**config.mk**
```make
export PLATFORM = sky130hd
export DESIGN_NAME = mbx_rxflag_regs
export DESIGN_NICKNAME = d
export VERILOG_FILES = /design/src/rtl/mbx_flag_pkg.sv /design/src/rtl/mbx_evt_decode.sv /design/src/rtl/mbx_w1c_bank.sv /design/src/rtl/mbx_host_swap.sv /design/src/rtl/mbx_rxflag_regs.sv
export SDC_FILE = /design/constraint.sdc
export NUM_CORES = 1
export LEC_CHECK = 0
export BUFFER_PORTS_ARGS = -buffer_cell sky130_fd_sc_hd__buf_4
export CORE_MARGIN = 2
export CORE_UTILIZATION = 42
export CTS_BUF_LIST = sky130_fd_sc_hd__clkbuf_4 sky130_fd_sc_hd__clkbuf_8
export DETAILED_ROUTE_END_ITERATION = 12
export PLACE_DENSITY = 0.78
export SLEW_MARGIN = 20
export SYNTH_ARGS = -nofsm -noshare
export SYNTH_HDL_FRONTEND = slang
export SYNTH_SLANG_ARGS = --single-unit
```
**constraint.sdc**
```tcl
create_clock -name clk -period 1.5 [get_ports clk]
set_clock_uncertainty 0.15 [all_clocks]
set_input_delay 0.075 -clock clk [delete_from_list [all_inputs] [get_ports clk]]
set_output_delay 0.075 -clock clk [all_outputs]
set_load 0.05 [all_outputs]
```
**src/rtl/mbx_flag_pkg.sv**
```systemverilog
package mbx_flag_pkg;

  // Register selects on the host port
  localparam int HOST_ADDR_W = 2;
  localparam logic [HOST_ADDR_W-1:0] SEL_RXDONE = 2'd0;
  localparam logic [HOST_ADDR_W-1:0] SEL_RMTREQ = 2'd1;

  // Host bit i carries mailbox swap_src(i, w): the two halves are exchanged
  function automatic int swap_src(input int i, input int w);
    return (i + w / 2) % w;
  endfunction

endpackage

```
**src/rtl/mbx_evt_decode.sv**
```systemverilog
// Turns a frame-complete event into one-hot set vectors for both flag banks.
module mbx_evt_decode #(
  parameter int NUM_MBX   = 16,
  parameter int IDX_W     = 5,
  parameter int FIRST_MBX = 1
) (
  input  logic               evt_valid,
  input  logic [IDX_W-1:0]   evt_idx,
  input  logic               evt_remote,
  input  logic               evt_ok,
  output logic [NUM_MBX-1:0] rx_set,
  output logic [NUM_MBX-1:0] rr_set
);

  logic qualified;
  assign qualified = evt_valid & evt_ok;

  for (genvar m = 0; m < NUM_MBX; m++) begin : g_mbx
    if (m < FIRST_MBX) begin : g_none
      assign rx_set[m] = 1'b0;
      assign rr_set[m] = 1'b0;
    end else begin : g_hit
      logic hit;
      assign hit       = qualified & (evt_idx == IDX_W'(m));
      assign rx_set[m] = hit;
      assign rr_set[m] = hit & evt_remote;
    end
  end

endmodule

```
**src/rtl/mbx_w1c_bank.sv**
```systemverilog
// Sticky flag bank: hardware set has priority over a software clear.
module mbx_w1c_bank #(
  parameter int                  WIDTH     = 16,
  parameter logic [WIDTH-1:0]    IMPL_MASK = '1
) (
  input  logic             clk,
  input  logic             rst,
  input  logic [WIDTH-1:0] set_vec,
  input  logic [WIDTH-1:0] clr_vec,
  output logic [WIDTH-1:0] flags
);

  for (genvar i = 0; i < WIDTH; i++) begin : g_bit
    if (IMPL_MASK[i]) begin : g_flop
      logic q;
      always_ff @(posedge clk) begin
        if (rst) q <= 1'b0;
        else     q <= set_vec[i] | (q & ~clr_vec[i]);
      end
      assign flags[i] = q;
    end else begin : g_tie
      assign flags[i] = 1'b0;
    end
  end

endmodule

```
**src/rtl/mbx_host_swap.sv**
```systemverilog
// Exchanges the two halves of a word; the mapping is its own inverse.
module mbx_host_swap
  import mbx_flag_pkg::*;
#(
  parameter int WIDTH = 16
) (
  input  logic [WIDTH-1:0] din,
  output logic [WIDTH-1:0] dout
);

  for (genvar i = 0; i < WIDTH; i++) begin : g_bit
    localparam int SRC = swap_src(i, WIDTH);
    assign dout[i] = din[SRC];
  end

endmodule

```
**src/rtl/mbx_rxflag_regs.sv**
```systemverilog
module mbx_rxflag_regs
  import mbx_flag_pkg::*;
#(
  parameter int NUM_MBX   = 16,
  parameter int EVT_IDX_W = 5,
  parameter int FIRST_MBX = 1
) (
  input  logic                   clk,
  input  logic                   rst,
  input  logic                   rx_evt_valid,
  input  logic [EVT_IDX_W-1:0]   rx_evt_mbx,
  input  logic                   rx_evt_remote,
  input  logic                   rx_evt_ok,
  input  logic [HOST_ADDR_W-1:0] host_addr,
  input  logic                   host_we,
  input  logic [NUM_MBX-1:0]     host_wdata,
  output logic [NUM_MBX-1:0]     host_rdata,
  output logic                   rx_irq,
  output logic                   rr_irq
);

  localparam logic [NUM_MBX-1:0] IMPL_MASK = {NUM_MBX{1'b1}} << FIRST_MBX;

  logic [NUM_MBX-1:0] rx_set, rr_set;
  logic [NUM_MBX-1:0] wr_mbx;
  logic [NUM_MBX-1:0] rx_clr, rr_clr;
  logic [NUM_MBX-1:0] rx_flags, rr_flags;
  logic [NUM_MBX-1:0] rx_host, rr_host;

  mbx_evt_decode #(
    .NUM_MBX  (NUM_MBX),
    .IDX_W    (EVT_IDX_W),
    .FIRST_MBX(FIRST_MBX)
  ) u_decode (
    .evt_valid (rx_evt_valid),
    .evt_idx   (rx_evt_mbx),
    .evt_remote(rx_evt_remote),
    .evt_ok    (rx_evt_ok),
    .rx_set    (rx_set),
    .rr_set    (rr_set)
  );

  // Host write data into mailbox order
  mbx_host_swap #(.WIDTH(NUM_MBX)) u_swap_wr (.din(host_wdata), .dout(wr_mbx));

  always_comb begin
    rx_clr = '0;
    rr_clr = '0;
    if (host_we) begin
      if (host_addr == SEL_RXDONE) rx_clr = wr_mbx;
      if (host_addr == SEL_RMTREQ) rr_clr = wr_mbx;
    end
  end

  mbx_w1c_bank #(.WIDTH(NUM_MBX), .IMPL_MASK(IMPL_MASK)) u_rx_bank (
    .clk(clk), .rst(rst), .set_vec(rx_set), .clr_vec(rx_clr), .flags(rx_flags)
  );

  mbx_w1c_bank #(.WIDTH(NUM_MBX), .IMPL_MASK(IMPL_MASK)) u_rr_bank (
    .clk(clk), .rst(rst), .set_vec(rr_set), .clr_vec(rr_clr), .flags(rr_flags)
  );

  // Flag state into host order
  mbx_host_swap #(.WIDTH(NUM_MBX)) u_swap_rx (.din(rx_flags), .dout(rx_host));
  mbx_host_swap #(.WIDTH(NUM_MBX)) u_swap_rr (.din(rr_flags), .dout(rr_host));

  always_comb begin
    unique case (host_addr)
      SEL_RXDONE: host_rdata = rx_host;
      SEL_RMTREQ: host_rdata = rr_host;
      default:    host_rdata = '0;
    endcase
  end

  // Fed only from flops: no path from any input
  assign rx_irq = |rx_flags;
  assign rr_irq = |rr_flags;

endmodule

```
**Word-level counts from Yosys, hierarchy flattened**

Cells that the tools add are included.

- Register bits after elaboration: 30
- Input port bits: 29
- Output and inout bits: 18
- Logic and storage cells: 175

- Eq/ne operators: 16
- Mux-type cells: 5
- Bitwise gates (word level): 121
- Reductions and logical operators: 3

Operators by type and width:

| cell | number |
|---|---|
| $mux 16 | 4 |
| $and 1x1->1 | 61 |
| $eq 5x4->1 const B | 8 |
| $pmux 16 s2 | 1 |
| $not 1->1 | 30 |
| $or 1x1->1 | 30 |
| $reduce_or 15->1 | 2 |
| $eq 5x3->1 const B | 4 |
| $eq 5x2->1 const B | 2 |
| $eq 5x1->1 const B | 1 |
| $eq 2x1->1 const B | 1 |
| $logic_not 2->1 | 1 |

**Depth between registers and ports, before layout**

- Depth in word-level cells: 6
- Gate-level depth with buffers: 4
- Mapped depth without buffers: 2

**Hierarchy**

Synthesis repeated with hierarchy kept, for this count alone.

- Cells, all modules: 376
- Area, all modules: 2683.8 um^2

By module, submodules not included:

| module | instances | cells an instance | area each (um^2) | sequential area each (um^2) |
|---|---|---|---|---|
| mbx_w1c_bank | 2 | 78 | 660.6 | 300.3 |
| mbx_rxflag_regs | 1 | 102 | 550.5 | 0.0 |
| mbx_evt_decode | 1 | 70 | 451.7 | 0.0 |
| mbx_host_swap | 3 | 16 | 120.1 | 0.0 |

**Least setup slack after synthesis**

Ideal clock, no wire load.

- Kind: input port to output port
- Start point: in host_addr[0]
- End point: out host_rdata[10]
- Arrival: 1245 ps
- Data required time: 1275 ps
- Setup slack: 30 ps
- Stages on the path: 4
- Path buffers: 2
- Cell sequence: buf_2 buf_2 mux2i_1 nor2_1

- Word-level cells in the longest chain between the ends: 2
- Elaborated cells on any way between the ends: 3

Ends and longest elaborated chain:

| element | line | source |
|---|---|---|
| from (decl) | mbx_rxflag_regs.sv:14 | `input logic [HOST_ADDR_W-1:0] host_addr,` |
| $eq 2x1->1 or $logic_not 2->1 (tied branches) | mbx_rxflag_regs.sv:68 | `unique case (host_addr)` |
| $pmux 16 s2 (*) | mbx_rxflag_regs.sv:68 |  |
| to (decl) | mbx_rxflag_regs.sv:17 | `output logic [NUM_MBX-1:0] host_rdata,` |

Mark *: on every way between the ends. The rest lies on a longest branch, timed or not.

**Worst setup path after layout**

- Start point: reg u_rr_bank.g_bit[1].g_flop.q
- End point: out rr_irq

- Word-level cells in the longest chain between the ends: 1

Ends and longest elaborated chain:

| element | line | source |
|---|---|---|
| from (decl) | mbx_w1c_bank.sv:15 | `logic q;` |
| from (signal assigned) | mbx_w1c_bank.sv:18 | `else q <= set_vec[i] \| (q & ~clr_vec[i]);` |
| $reduce_or 15->1 | mbx_rxflag_regs.sv:77 | `assign rr_irq = \|rr_flags;` |
| to (decl) | mbx_rxflag_regs.sv:19 | `output logic rr_irq` |

No other way between the ends.

==> results.sh <==
export IMPL_leakage_nw=0.945
export IMPL_hpwl_mm=3.22
export IMPL_synth_edff_count=0
export IMPL_fin_nets=258
export IMPL_numCtsBuffers=5
export IMPL_cp_cell_sequence="nor4_2 -> nand4_1 -> buf_6"
export IMPL_dieHeight_um=69.8
export IMPL_cpPeakStageDelay_ns=0.34
export IMPL_wl_per_cell_um=18.1
export IMPL_min_path_type="in2reg"
export IMPL_routed_wl_mm=5.06
export IMPL_start_util_pct=44.5
export IMPL_crit_path_max_fanout=3
export IMPL_die_w_um=69.8
export IMPL_grt_max_degree=46
export IMPL_pre_cts_slack_ns=0.187
export IMPL_final_antenna_net_count=0
export IMPL_drv_cap=0
export IMPL_clock_fmax_mhz=656
export IMPL_cp_required_ns=1.27
export IMPL_gp_congestion=0.788
export IMPL_slew_headroom_pct=62.9
export IMPL_finalCritPeriodShare_pct=102
export IMPL_root_buffer="clkbuf_8"
export IMPL_syn_area_per_cell_um2=9.42
export IMPL_worstPathArrival_ns=1.30
export IMPL_min_period_ns=1.53
export IMPL_fill_cells=371
export IMPL_synthArstFlopShare_pct=0
export IMPL_seq_area_um2=612
export IMPL_diodes=0
export IMPL_synthFlopType="dfxtp_1"
export IMPL_grt_pass1_wl_mm=8.04
export IMPL_synth_top_cell_area_share_pct=33.0
export IMPL_drc_errors=0
export IMPL_status="complete, but fails checks"
export IMPL_cts_sinks=30
export IMPL_powerDensity_mw_per_mm2=750
export IMPL_rrSetupSlack_ns=0.58
export IMPL_worst_setup_path_start_kind="register"
export IMPL_ir_drop_mv=0.355
export IMPL_coreArea_mm2=0.00409
export IMPL_critPathKind="reg2out"
export IMPL_place_area_mm2=0.00214
export IMPL_violations="setup timing"
export IMPL_syn_nets=222
export IMPL_io_buffers=44
export IMPL_final_area_mm2=0.00236
export IMPL_fp_row_count=23
export IMPL_worstHoldPathCells=3
export IMPL_r2r_start="u_rr_bank.g_bit[14].g_flop.q"
export IMPL_vias=1729
export IMPL_hold_viol_final=0
export IMPL_swShare_pct=25.8
export IMPL_synth_seq_cells=30
export IMPL_ctsHtreeMaxLevel=2
export IMPL_finalSetupViolCount=1
export IMPL_synthTopCellsByArea="dfxtp_1 (33%), o32ai_1 (14%), nand2b_1 (10%), and4b_1 (8.3%), mux2i_1 (8.3%)"
export IMPL_syn_to_final_growth_pct=30.0
export IMPL_cts_tree="built"
export IMPL_critPathCaptureType="primary output"
export IMPL_layout_drive_gt1_share_pct=30.9
export IMPL_rsz0062_at_grt="true"
export IMPL_grt_pass1_vias=1600
export IMPL_clock_latency_ns=0.28
export IMPL_p_switching_w=0.000458
export IMPL_drt_iter0_drc=131
export IMPL_tightestPinTransition_ns=0.556
export IMPL_multi_input_area_mm2=0.00120
export IMPL_cts_max_path_buffers=2
export IMPL_final_cell_mix="buf_4 (44), nand2b_1 (30), o32ai_1 (29)"
export IMPL_r2r_end="u_rr_bank.g_bit[14].g_flop.q"
export IMPL_r2r_cells=2
export IMPL_yosys_warnings=0
export IMPL_grt_total_usage_pct=20.4
export IMPL_p_comb_share_pct=15.5
export IMPL_synthesis_instances=193
export IMPL_seq_power_share_pct=45.5
export IMPL_yosysUniqueCellTypes=22
export IMPL_worst_slack_ns=-0.0255
export IMPL_intPower_w=0.00132
export IMPL_postCtsSetupRepairBufs=0
export IMPL_yosys_area_top_type="dfxtp_1"
export IMPL_grt_remaining_overflow=0
export IMPL_netlist_area_mm2=0.00182
export IMPL_drtPass1Iterations=4
export IMPL_antenna_found_initial=0
export IMPL_hold_end="u_rx_bank.g_bit[6].g_flop.q"
export IMPL_layout_commonest_cell="buf_4"
export IMPL_dieArea_mm2=0.00487
export IMPL_crit_slowest_cell="dfxtp_2"
export IMPL_path_clk_slew_ns=0.06
export IMPL_slew_viol_final=0
export IMPL_clkPwrFrac_pct=39.0
export IMPL_vias_per_cell=6.18
export IMPL_synth_seq_area_share_pct=33.0
export IMPL_top_level_ports=47
export IMPL_hold_path_startpoint="host_wdata[14]"
worst max-delay path: cells and delay by family (launching register included):
kind	cells	cell delay, ns
AND/OR/NAND/NOR	2	0.48
flip-flops	1	0.34
buffers and inverters	1	0.20
final cells by class:
| type | instances | area share (%) |
|---|---|---|
| Multi-Input combinational cell | 141 | 50.7 |
| Tap cell | 50 | 2.65 |
| Clock inverter | 1 | 0.212 |
| Sequential cell | 30 | 25.9 |
| Timing Repair Buffer | 50 | 16.6 |
| Clock buffer | 7 | 3.81 |
| Inverter | 1 | 0.159 |
power by group through the flow:
stage | Clock [W] | Combinational, W | Sequential, W
floorplan | 0 | 0.000160 | 0.000821
global placement | 0 | 0.000256 | 0.000822
detailed placement | 0 | 0.000258 | 0.000822
CTS | 0.000695 | 0.000272 | 0.000806
global route | 0.000734 | 0.000292 | 0.000806
finish | 0.000691 | 0.000275 | 0.000807
flip-flops by register name, summed over array words and instances (netlist names):
name	cells
u_rx_bank.g_bit.g_flop.q	15
u_rr_bank.g_bit.g_flop.q	15
repair_timing:
action | CTS | global route
hold buffers | 4 | 0
setup endpoints to repair | 2 | 4
resized for setup | 15 | 6
hold endpoints to repair | 12 | 0
pin swaps | 6 | 4
routing by layer:
metal / vias up / part of all wire [%] / GRT usage (%) / wire (µm)
met4: 0 / 0.71 / 4.49 / 36
met2: 67 / 47 / 31.4 / 2350
met3: 4 / 8.1 / 5.67 / 408
met1: 824 / 45 / 28.5 / 2260
li1: 834 / - / - / -
met5: - / 0 / 0 / 0
synth_stat cells (2+ instances only):
master     count
nand2b_1      30
nand4b_1       2
and4b_1       15
nand4_1        2
buf_2          5
nand4bb_1      3
o32ai_1       29
clkbuf_1      15
nor2_1        15
nor4_1         6
mux2i_1       15
nor3_1         2
dfxtp_1       30
nor4bb_1      15
or3b_1         2
how the worst max path moves through the flow:
stage | from | to | slack (ns) | cells after the start
after floorplan | host_addr[0] | host_rdata[10] | 0.03 | 4
after global placement | rst | u_rr_bank.g_bit[4].g_flop.q | 0.21 | 3
after detailed placement | rst | u_rr_bank.g_bit[12].g_flop.q | 0.19 | 3
after CTS | u_rx_bank.g_bit[1].g_flop.q | rx_irq | -0.02 | 3
after global routing | u_rr_bank.g_bit[14].g_flop.q | rr_irq | -0.08 | 3
final | u_rr_bank.g_bit[1].g_flop.q | rr_irq | -0.03 | 3
cell families (layout without fill, tap and decap cells):
kind of cell / after synthesis / count (layout) / synth area share [%]
buffers and inverters: 22 / 59 / 5.09
AOI/OAI and AO/OA: 30 / 30 / 14.9
and+or+nand+nor: 95 / 95 / 38.5
DFF: 30 / 30 / 33.0
muxes: 15 / 15 / 8.26
other: 1 / 1 / 0.206
through the flow:
stage / hold slack (ns) / power (W) / cells / setup TNS, ns / utilization (%)
3_3_place_gp: 0.282 / 0.00108 / 268 / 0 / 52.3
6_report: 0.00140 / 0.00177 / 280 / -0.0255 / 57.8
4_1_cts: 0.000318 / 0.00177 / 280 / -0.0292 / 57.2
3_5_place_dp: 0.288 / 0.00108 / 268 / 0 / 52.3
5_1_grt: 0.00728 / 0.00183 / 280 / -0.178 / 57.8
2_1_floorplan: 0.0438 / 0.000981 / 193 / 0 / -
Note: power is estimated with default switching activity, not from simulation.
